==> src/rtl/fb_scan_pkg.sv <==
package fb_scan_pkg;
  localparam logic [2:0] REG_OFS_BASE = 3'd0;
  localparam logic [2:0] REG_OFS_CTRL = 3'd4;
  localparam int CTRL_EN_BIT  = 0;
  localparam int CTRL_ROT_BIT = 1;
  localparam int CH_W    = 8;
  localparam int RED_LSB = 16;
  localparam int GRN_LSB = 8;
  localparam int BLU_LSB = 0;

  typedef struct packed {
    logic vld;
    logic sof;
    logic eol;
  } pix_tag_t;
endpackage

==> src/rtl/fb_scan_regs.sv <==
module fb_scan_regs
  import fb_scan_pkg::*;
#(
  parameter int ADDR_W = 32,
  parameter int BASE_W = 11
) (
  input  logic              clk_i,
  input  logic              rst_ni,
  input  logic              we_i,
  input  logic [2:0]        addr_i,
  input  logic [ADDR_W-1:0] wdata_i,
  input  logic              at_start_i,
  input  logic              frame_load_i,
  output logic              en_o,
  output logic [BASE_W-1:0] base_o,
  output logic              rot_o
);
  logic [BASE_W-1:0] base_q, base_act;
  logic              rot_q, rot_act, en_q;

  always_ff @(posedge clk_i or negedge rst_ni) begin
    if (!rst_ni) begin
      base_q <= '0;
      rot_q  <= 1'b0;
      en_q   <= 1'b0;
    end else if (we_i) begin
      if (addr_i == REG_OFS_BASE) begin
        base_q <= wdata_i[ADDR_W-1 -: BASE_W];
      end else if (addr_i == REG_OFS_CTRL) begin
        en_q  <= wdata_i[CTRL_EN_BIT];
        rot_q <= wdata_i[CTRL_ROT_BIT];
      end
    end
  end

  // active copy frozen at first-pixel request
  always_ff @(posedge clk_i or negedge rst_ni) begin
    if (!rst_ni) begin
      base_act <= '0;
      rot_act  <= 1'b0;
    end else if (frame_load_i) begin
      base_act <= base_q;
      rot_act  <= rot_q;
    end
  end

  assign en_o   = en_q;
  assign base_o = at_start_i ? base_q : base_act;
  assign rot_o  = at_start_i ? rot_q  : rot_act;

  assert_rot_hold_R7: assert property (@(posedge clk_i) disable iff (!rst_ni)
    (!at_start_i && $past(!at_start_i) && $past(en_q) && en_q) |-> $stable(rot_o));
endmodule

==> src/rtl/fb_scan_counter.sv <==
module fb_scan_counter #(
  parameter int H_ACT = 640,
  parameter int V_ACT = 480,
  parameter int XW    = $clog2(H_ACT),
  parameter int YW    = $clog2(V_ACT)
) (
  input  logic          clk_i,
  input  logic          rst_ni,
  input  logic          en_i,
  input  logic          adv_i,
  output logic          req_o,
  output logic [XW-1:0] x_o,
  output logic [YW-1:0] y_o,
  output logic          at_start_o,
  output logic          sof_o,
  output logic          eol_o
);
  logic [XW-1:0] x_q;
  logic [YW-1:0] y_q;
  logic          x_last, y_last;

  assign x_last = (x_q == XW'(H_ACT - 1));
  assign y_last = (y_q == YW'(V_ACT - 1));

  always_ff @(posedge clk_i or negedge rst_ni) begin
    if (!rst_ni) begin
      x_q <= '0;
      y_q <= '0;
    end else if (!en_i) begin
      x_q <= '0;
      y_q <= '0;
    end else if (adv_i) begin
      if (x_last) begin
        x_q <= '0;
        y_q <= y_last ? '0 : y_q + 1'b1;
      end else begin
        x_q <= x_q + 1'b1;
      end
    end
  end

  assign req_o      = en_i & adv_i;
  assign x_o        = x_q;
  assign y_o        = y_q;
  assign at_start_o = (x_q == '0) && (y_q == '0);
  assign sof_o      = req_o & at_start_o;
  assign eol_o      = req_o & x_last;

  assert_x_range_R4: assert property (@(posedge clk_i) disable iff (!rst_ni)
    int'(x_q) < H_ACT);
  assert_y_range_R4: assert property (@(posedge clk_i) disable iff (!rst_ni)
    int'(y_q) < V_ACT);
  assert_row_wrap_R4: assert property (@(posedge clk_i) disable iff (!rst_ni)
    eol_o |=> (x_q == '0));
  assert_off_restart_R6: assert property (@(posedge clk_i) disable iff (!rst_ni)
    !en_i |=> at_start_o);
endmodule

==> src/rtl/fb_scan_addr.sv <==
module fb_scan_addr #(
  parameter int H_ACT      = 640,
  parameter int V_ACT      = 480,
  parameter int ADDR_W     = 32,
  parameter int BASE_W     = 11,
  parameter int STRIDE_LG2 = 10,
  parameter int XW         = $clog2(H_ACT),
  parameter int YW         = $clog2(V_ACT)
) (
  input  logic [BASE_W-1:0] base_i,
  input  logic              rot_i,
  input  logic [XW-1:0]     x_i,
  input  logic [YW-1:0]     y_i,
  output logic [ADDR_W-1:0] addr_o
);
  localparam int COL_W = STRIDE_LG2;
  localparam int ROW_W = ADDR_W - BASE_W - STRIDE_LG2 - 2;
  localparam logic [COL_W-1:0] COL_LAST = COL_W'(H_ACT - 1);
  localparam logic [ROW_W-1:0] ROW_LAST = ROW_W'(V_ACT - 1);

  logic [COL_W-1:0] col_fwd, col_src;
  logic [ROW_W-1:0] row_fwd, row_src;

  assign col_fwd = COL_W'(x_i);
  assign row_fwd = ROW_W'(y_i);

  always_comb begin
    if (rot_i) begin
      col_src = COL_LAST - col_fwd;
      row_src = ROW_LAST - row_fwd;
    end else begin
      col_src = col_fwd;
      row_src = row_fwd;
    end
  end

  assign addr_o = {base_i, row_src, col_src, 2'b00};
endmodule

==> src/rtl/fb_scan_unpack.sv <==
module fb_scan_unpack
  import fb_scan_pkg::*;
#(
  parameter int DATA_W = 32
) (
  input  logic              clk_i,
  input  logic              rst_ni,
  input  logic              en_i,
  input  pix_tag_t          tag_i,
  input  logic [DATA_W-1:0] rd_data_i,
  output logic              pix_vld_o,
  output logic [CH_W-1:0]   red_o,
  output logic [CH_W-1:0]   green_o,
  output logic [CH_W-1:0]   blue_o,
  output logic              sof_o,
  output logic              eol_o
);
  pix_tag_t tag_q;

  always_ff @(posedge clk_i or negedge rst_ni) begin
    if (!rst_ni) tag_q <= '0;
    else         tag_q <= en_i ? tag_i : '0;
  end

  always_ff @(posedge clk_i or negedge rst_ni) begin
    if (!rst_ni) begin
      pix_vld_o <= 1'b0;
      red_o     <= '0;
      green_o   <= '0;
      blue_o    <= '0;
      sof_o     <= 1'b0;
      eol_o     <= 1'b0;
    end else if (en_i && tag_q.vld) begin
      pix_vld_o <= 1'b1;
      red_o     <= rd_data_i[RED_LSB +: CH_W];
      green_o   <= rd_data_i[GRN_LSB +: CH_W];
      blue_o    <= rd_data_i[BLU_LSB +: CH_W];
      sof_o     <= tag_q.sof;
      eol_o     <= tag_q.eol;
    end else begin
      pix_vld_o <= 1'b0;
      red_o     <= '0;
      green_o   <= '0;
      blue_o    <= '0;
      sof_o     <= 1'b0;
      eol_o     <= 1'b0;
    end
  end

  assert_blank_R10: assert property (@(posedge clk_i) disable iff (!rst_ni)
    !pix_vld_o |-> (red_o == '0 && green_o == '0 && blue_o == '0));
  assert_marks_R9: assert property (@(posedge clk_i) disable iff (!rst_ni)
    (sof_o || eol_o) |-> pix_vld_o);
  assert_latency_R8: assert property (@(posedge clk_i) disable iff (!rst_ni)
    pix_vld_o |-> $past(tag_q.vld));
endmodule

==> src/rtl/fb_scan_gen.sv <==
module fb_scan_gen
  import fb_scan_pkg::*;
#(
  parameter int H_ACT      = 640,
  parameter int V_ACT      = 480,
  parameter int ADDR_W     = 32,
  parameter int BASE_W     = 11,
  parameter int STRIDE_LG2 = 10
) (
  input  logic              clk_i,
  input  logic              rst_ni,
  input  logic              reg_we_i,
  input  logic [2:0]        reg_addr_i,
  input  logic [ADDR_W-1:0] reg_wdata_i,
  input  logic              pix_adv_i,
  output logic              rd_req_o,
  output logic [ADDR_W-1:0] rd_addr_o,
  input  logic [ADDR_W-1:0] rd_data_i,
  output logic              pix_vld_o,
  output logic [7:0]        red_o,
  output logic [7:0]        green_o,
  output logic [7:0]        blue_o,
  output logic              sof_o,
  output logic              eol_o
);
  localparam int XW    = $clog2(H_ACT);
  localparam int YW    = $clog2(V_ACT);
  localparam int COL_W = STRIDE_LG2;

  logic              en, rot, at_start, req, sof_req, eol_req;
  logic [BASE_W-1:0] base;
  logic [XW-1:0]     x;
  logic [YW-1:0]     y;
  pix_tag_t          tag;

  fb_scan_regs #(.ADDR_W(ADDR_W), .BASE_W(BASE_W)) u_regs (
    .clk_i        (clk_i),
    .rst_ni       (rst_ni),
    .we_i         (reg_we_i),
    .addr_i       (reg_addr_i),
    .wdata_i      (reg_wdata_i),
    .at_start_i   (at_start),
    .frame_load_i (sof_req),
    .en_o         (en),
    .base_o       (base),
    .rot_o        (rot)
  );

  fb_scan_counter #(.H_ACT(H_ACT), .V_ACT(V_ACT), .XW(XW), .YW(YW)) u_cnt (
    .clk_i      (clk_i),
    .rst_ni     (rst_ni),
    .en_i       (en),
    .adv_i      (pix_adv_i),
    .req_o      (req),
    .x_o        (x),
    .y_o        (y),
    .at_start_o (at_start),
    .sof_o      (sof_req),
    .eol_o      (eol_req)
  );

  fb_scan_addr #(
    .H_ACT(H_ACT), .V_ACT(V_ACT), .ADDR_W(ADDR_W), .BASE_W(BASE_W),
    .STRIDE_LG2(STRIDE_LG2), .XW(XW), .YW(YW)
  ) u_addr (
    .base_i (base),
    .rot_i  (rot),
    .x_i    (x),
    .y_i    (y),
    .addr_o (rd_addr_o)
  );

  assign rd_req_o = req;
  assign tag      = '{vld: req, sof: sof_req, eol: eol_req};

  fb_scan_unpack #(.DATA_W(ADDR_W)) u_unpack (
    .clk_i     (clk_i),
    .rst_ni    (rst_ni),
    .en_i      (en),
    .tag_i     (tag),
    .rd_data_i (rd_data_i),
    .pix_vld_o (pix_vld_o),
    .red_o     (red_o),
    .green_o   (green_o),
    .blue_o    (blue_o),
    .sof_o     (sof_o),
    .eol_o     (eol_o)
  );

  assert_no_req_off_R3: assert property (@(posedge clk_i) disable iff (!rst_ni)
    !en |-> !rd_req_o);
  assert_col_range_R4: assert property (@(posedge clk_i) disable iff (!rst_ni)
    rd_req_o |-> (int'(rd_addr_o[COL_W+1:2]) < H_ACT));
  assert_word_align_R4: assert property (@(posedge clk_i) disable iff (!rst_ni)
    rd_req_o |-> (rd_addr_o[1:0] == 2'b00));
  assert_base_hold_R7: assert property (@(posedge clk_i) disable iff (!rst_ni)
    (rd_req_o && !at_start && $past(rd_req_o))
      |-> (rd_addr_o[ADDR_W-1 -: BASE_W] == $past(rd_addr_o[ADDR_W-1 -: BASE_W])));
endmodule

==> config.mk <==
export PLATFORM = sky130hd
export DESIGN_NAME = fb_scan_gen
export DESIGN_NICKNAME = d
export VERILOG_FILES = /design/src/rtl/fb_scan_pkg.sv /design/src/rtl/fb_scan_regs.sv /design/src/rtl/fb_scan_counter.sv /design/src/rtl/fb_scan_addr.sv /design/src/rtl/fb_scan_unpack.sv /design/src/rtl/fb_scan_gen.sv
export SDC_FILE = /design/constraint.sdc
export NUM_CORES = 1
export LEC_CHECK = 0
export BUFFER_PORTS_ARGS = -buffer_cell sky130_fd_sc_hd__buf_4
export CAP_MARGIN = 0
export CORE_MARGIN = 2
export CORE_UTILIZATION = 38
export DETAILED_ROUTE_END_ITERATION = 10
export GPL_TIMING_DRIVEN = 0
export HOLD_SLACK_MARGIN = 0.05
export PLACE_DENSITY = 0.78
export SYNTH_ARGS = -nofsm -noshare
export SYNTH_HDL_FRONTEND = slang
export SYNTH_SLANG_ARGS = --single-unit
export TNS_END_PERCENT = 30
==> constraint.sdc <==
create_clock -name clk_i -period 2.45 [get_ports clk_i]
set_input_delay 0.3675 -clock clk_i [delete_from_list [all_inputs] [get_ports clk_i]]
set_output_delay 0.3675 -clock clk_i [all_outputs]
set_load 0.01 [all_outputs]
==> out/metrics.csv <==
stage;metric;value;unit
die;fp.dieH;101;um
route;vias;2762;
layout;drive_gt1_share;44.6;%
timing;finalWorstSetupSlack;-0.396;ns
layout;multi_input_area;1690;um^2
timing;period_share;116;%
clock_network;clkTransAtPathRegs;0.08;ns
clock_network;clk_path_buf_depth;2;
global_routing;overflow;0;
power_and_ir_drop;total_power;0.00425;W
layout;layout_commonest_cell;buf_4;
global_routing;top_usage_layer;met2;
timing;worst_slew_pin_slew;0.929;ns
worst_setup_path;crit_chain;buf_6 -> or4_4 -> nor4_4 -> buf_4 -> buf_6 -> buf_6 -> a211oi_2 -> nor3_2 -> buf_4;
timing;setup_viol;28;
global_routing;antenna_found_initial;0;
die;rows;35;
logic_synthesis;synth-seq-cells;74;
timing;rsz0062_at_grt;true;
logic_synthesis;synthDistinctLibCells;45;
power_and_ir_drop;p_per_area;847;nW/um^2
timing;final_hold_viol_count;0;
layout;seqCellArea;1860;um^2
logic_synthesis;yosysWarnings;0;
logic_synthesis;seq_area_frac_synth;52.3;%
power_and_ir_drop;vdd_drop_max;0.418;mV
logic_synthesis;synth-edff-count;0;
timing;drv_slew;0;
timing;timing.final.crit_period;2.85;ns
die;floorplan.initialDensity;38.7;%
global_routing;gr-usage-met1;21.8;%
clock_network;clock_sinks;74;
timing;fin_hold_ws;0.121;ns
logic_synthesis;syn_inst;308;
route;drt-initial-drc-count;112;
clock_network;root_buffer;clkbuf_8;
logic_synthesis;post_synth.cell_area_avg;11.5;um^2
outcome;violations;negative setup slack;
placed_design;pre_cts_ws;-0.444;ns
route;routed_wl;8530;um
die;top_level_ports;131;
worst_setup_path;max_stage_delay;0.52;ns
die;die_x;101;um
hold_path;hold_class;in2async;
die;core;9150;um^2
worst_setup_path;cpMostUsedCell;buf_6;
logic_synthesis;synth_area;3540;um^2
worst_setup_path;critPathLaunchType;flop;
layout;n_antenna_cell;0;
placed_design;dpl.hpwl;5760;um
placed_design;portBuffers;101;
worst_setup_path;cp_slowest_cell;or4_4;
route;drc;0;
global_routing;grtUsageMet3;3.19;%
global_routing;grt_pass1_wl;13500;um
layout;num-nets-final;511;
global_routing;grt_max_degree;75;
worst_setup_path;worstPathMaxFanout;4;
placed_design;gp_congestion;0.899;
clock_network;numCtsBuffers;9;
clock_network;cts_max_level;3;
worst_setup_path;r2r_slack;0.08;ns
flow_run;cap_violations;0;
layout;nFillCells;801;
worst_setup_path;required;2.08;ns
worst_setup_path;crit_type;reg2out;
layout;final_cells;548;
placed_design;placed_cells;521;
layout;layout_common_cells;buf_4, dfrtp_1, and3_1;
global_routing;gr-usage-all-layers;17.0;%
route;first_pass_iters;4;
worst_setup_path;worstPathArrival;2.48;ns
power_and_ir_drop;leakagePower;2.51;nW
route;routedWlPerCell;15.6;um
route;ant_nets;0;
worst_setup_path;endpoint_kind;output port;
clock_network;insertion_delay;0.34;ns
global_routing;grt.met2_usage;29.0;%
layout;syn2layout_area_growth;41.4;%
timing;worst_clock_skew;0.00897;ns
die;dieArea;10100;um^2
global_routing;grt_pass1_vias;2800;
clock_network;cts_tree;done;
timing;fmax;0.351;GHz
logic_synthesis;synthFlopType;dfrtp_1;
outcome;outcome;finished, violations left;
logic_synthesis;async_reset_ff_share;100;%
timing;relSlewSlack;38.1;%
timing;fin_tns_setup;-9.36;ns
route;via_per_inst;5.04;
## metrics by stage
step / instance area (um^2) / util, %
2_1_floorplan: 3570 / -
3_3_place_gp: 4470 / 48.8
3_5_place_dp: 4470 / 48.8
4_1_cts: 4940 / 54.0
5_1_grt: 5010 / 54.8
6_report: 5010 / 54.8
## layer usage
layer	wire length [um]	up-vias
li1	-	1310
met1	3650	1330
met2	4280	110
met3	459	12
met4	135	0
met5	0	-
## cell usage after synthesis, types with 5 or more instances
library cell  instances  share of area (%)
a21boi_0              6                1.3
and2_1                8                1.4
and3_1               28                4.9
buf_4                 5                1.1
clkbuf_1             12                1.3
dfrtp_1              74                 52
ha_1                  8                2.8
inv_1                11                1.2
mux2_1               12                3.8
mux2_2               24                7.6
nand2_1              19                2.0
nand3_1              13                1.8
nand4_1               5               0.88
nor2_1               13                1.4
nor3_1                5               0.71
o21ai_0               9                1.3
xnor2_1              11                2.7
xor2_1                5                1.2
## power by group
group / internal (W) / switching, W / total [W]
clock network: 0.000603 / 0.000477 / 0.00108
registers: 0.00140 / 0.000115 / 0.00152
logic: 0.000944 / 0.000704 / 0.00165
total: 0.00295 / 0.00130 / 0.00425
## cell type report
type | count | area share, %
buffer | 18 | 2.42
clock buffer | 10 | 2.75
clock inverter | 6 | 1.77
inverter | 11 | 0.824
multi-input combinational | 202 | 33.7
sequential | 74 | 37.1
tap | 111 | 2.77
timing repair buffer | 116 | 18.7
## logic make-up after synthesis
family          Yosys count  share of synthesized area [%]
buf+inv                  33                           4.73
xor+xnor                 20                           5.79
mux                      38                           12.0
compound gates           25                           4.41
fa+ha+maj                 8                           2.82
flops                    74                           52.3
other cells               1                          0.106
simple gates            109                           17.9
## flip-flops by register name (all words and copies together), names as in the netlist
name,count
u_regs.rot_q,1
u_regs.base_q,11
u_unpack.eol_o,1
u_regs.en_o,1
u_unpack.blue_o,8
u_regs.base_act,11
u_cnt.x_o,10
u_unpack.pix_vld_o,1
u_unpack.red_o,8
u_regs.rot_act,1
u_unpack.green_o,8
u_unpack.sof_o,1
u_unpack.tag_q,3
u_cnt.y_o,9
## what timing repair did
action	in CTS	in global routing
endpoints found under the hold margin	0	0
setup buffers	10	4
hold buffers	0	0
setup endpoints to repair	38	42
pin swaps	6	4
resized for setup	39	19
cloned	2	0
## worst max-delay path, delay by kind of cell (launching register included)
| family | cells | cell delay [ns] |
|---|---|---|
| compound gates | 1 | 0.04 |
| buf+inv | 5 | 0.69 |
| simple gates | 3 | 1.02 |
| flops | 1 | 0.38 |
## worst paths after layout
| path | cells after the start | end | startpoint |
|---|---|---|---|
| setup / recovery | 9 | rd_addr_o[20] | u_cnt.y_o[2] |
| hold / removal | 1 | u_cnt.x_o[5] | rst_ni |
| setup reg to reg | 8 | u_regs.base_act[9] | u_cnt.y_o[2] |
| hold reg to reg | 1 | u_unpack.eol_o | u_unpack.tag_q[0] |
| max in group asynchronous | 1 | u_cnt.y_o[3] | rst_ni |
| min in group clk_i | 2 | u_regs.base_q[10] | reg_wdata_i[31] |
Power figures use the tool's default switching activity.
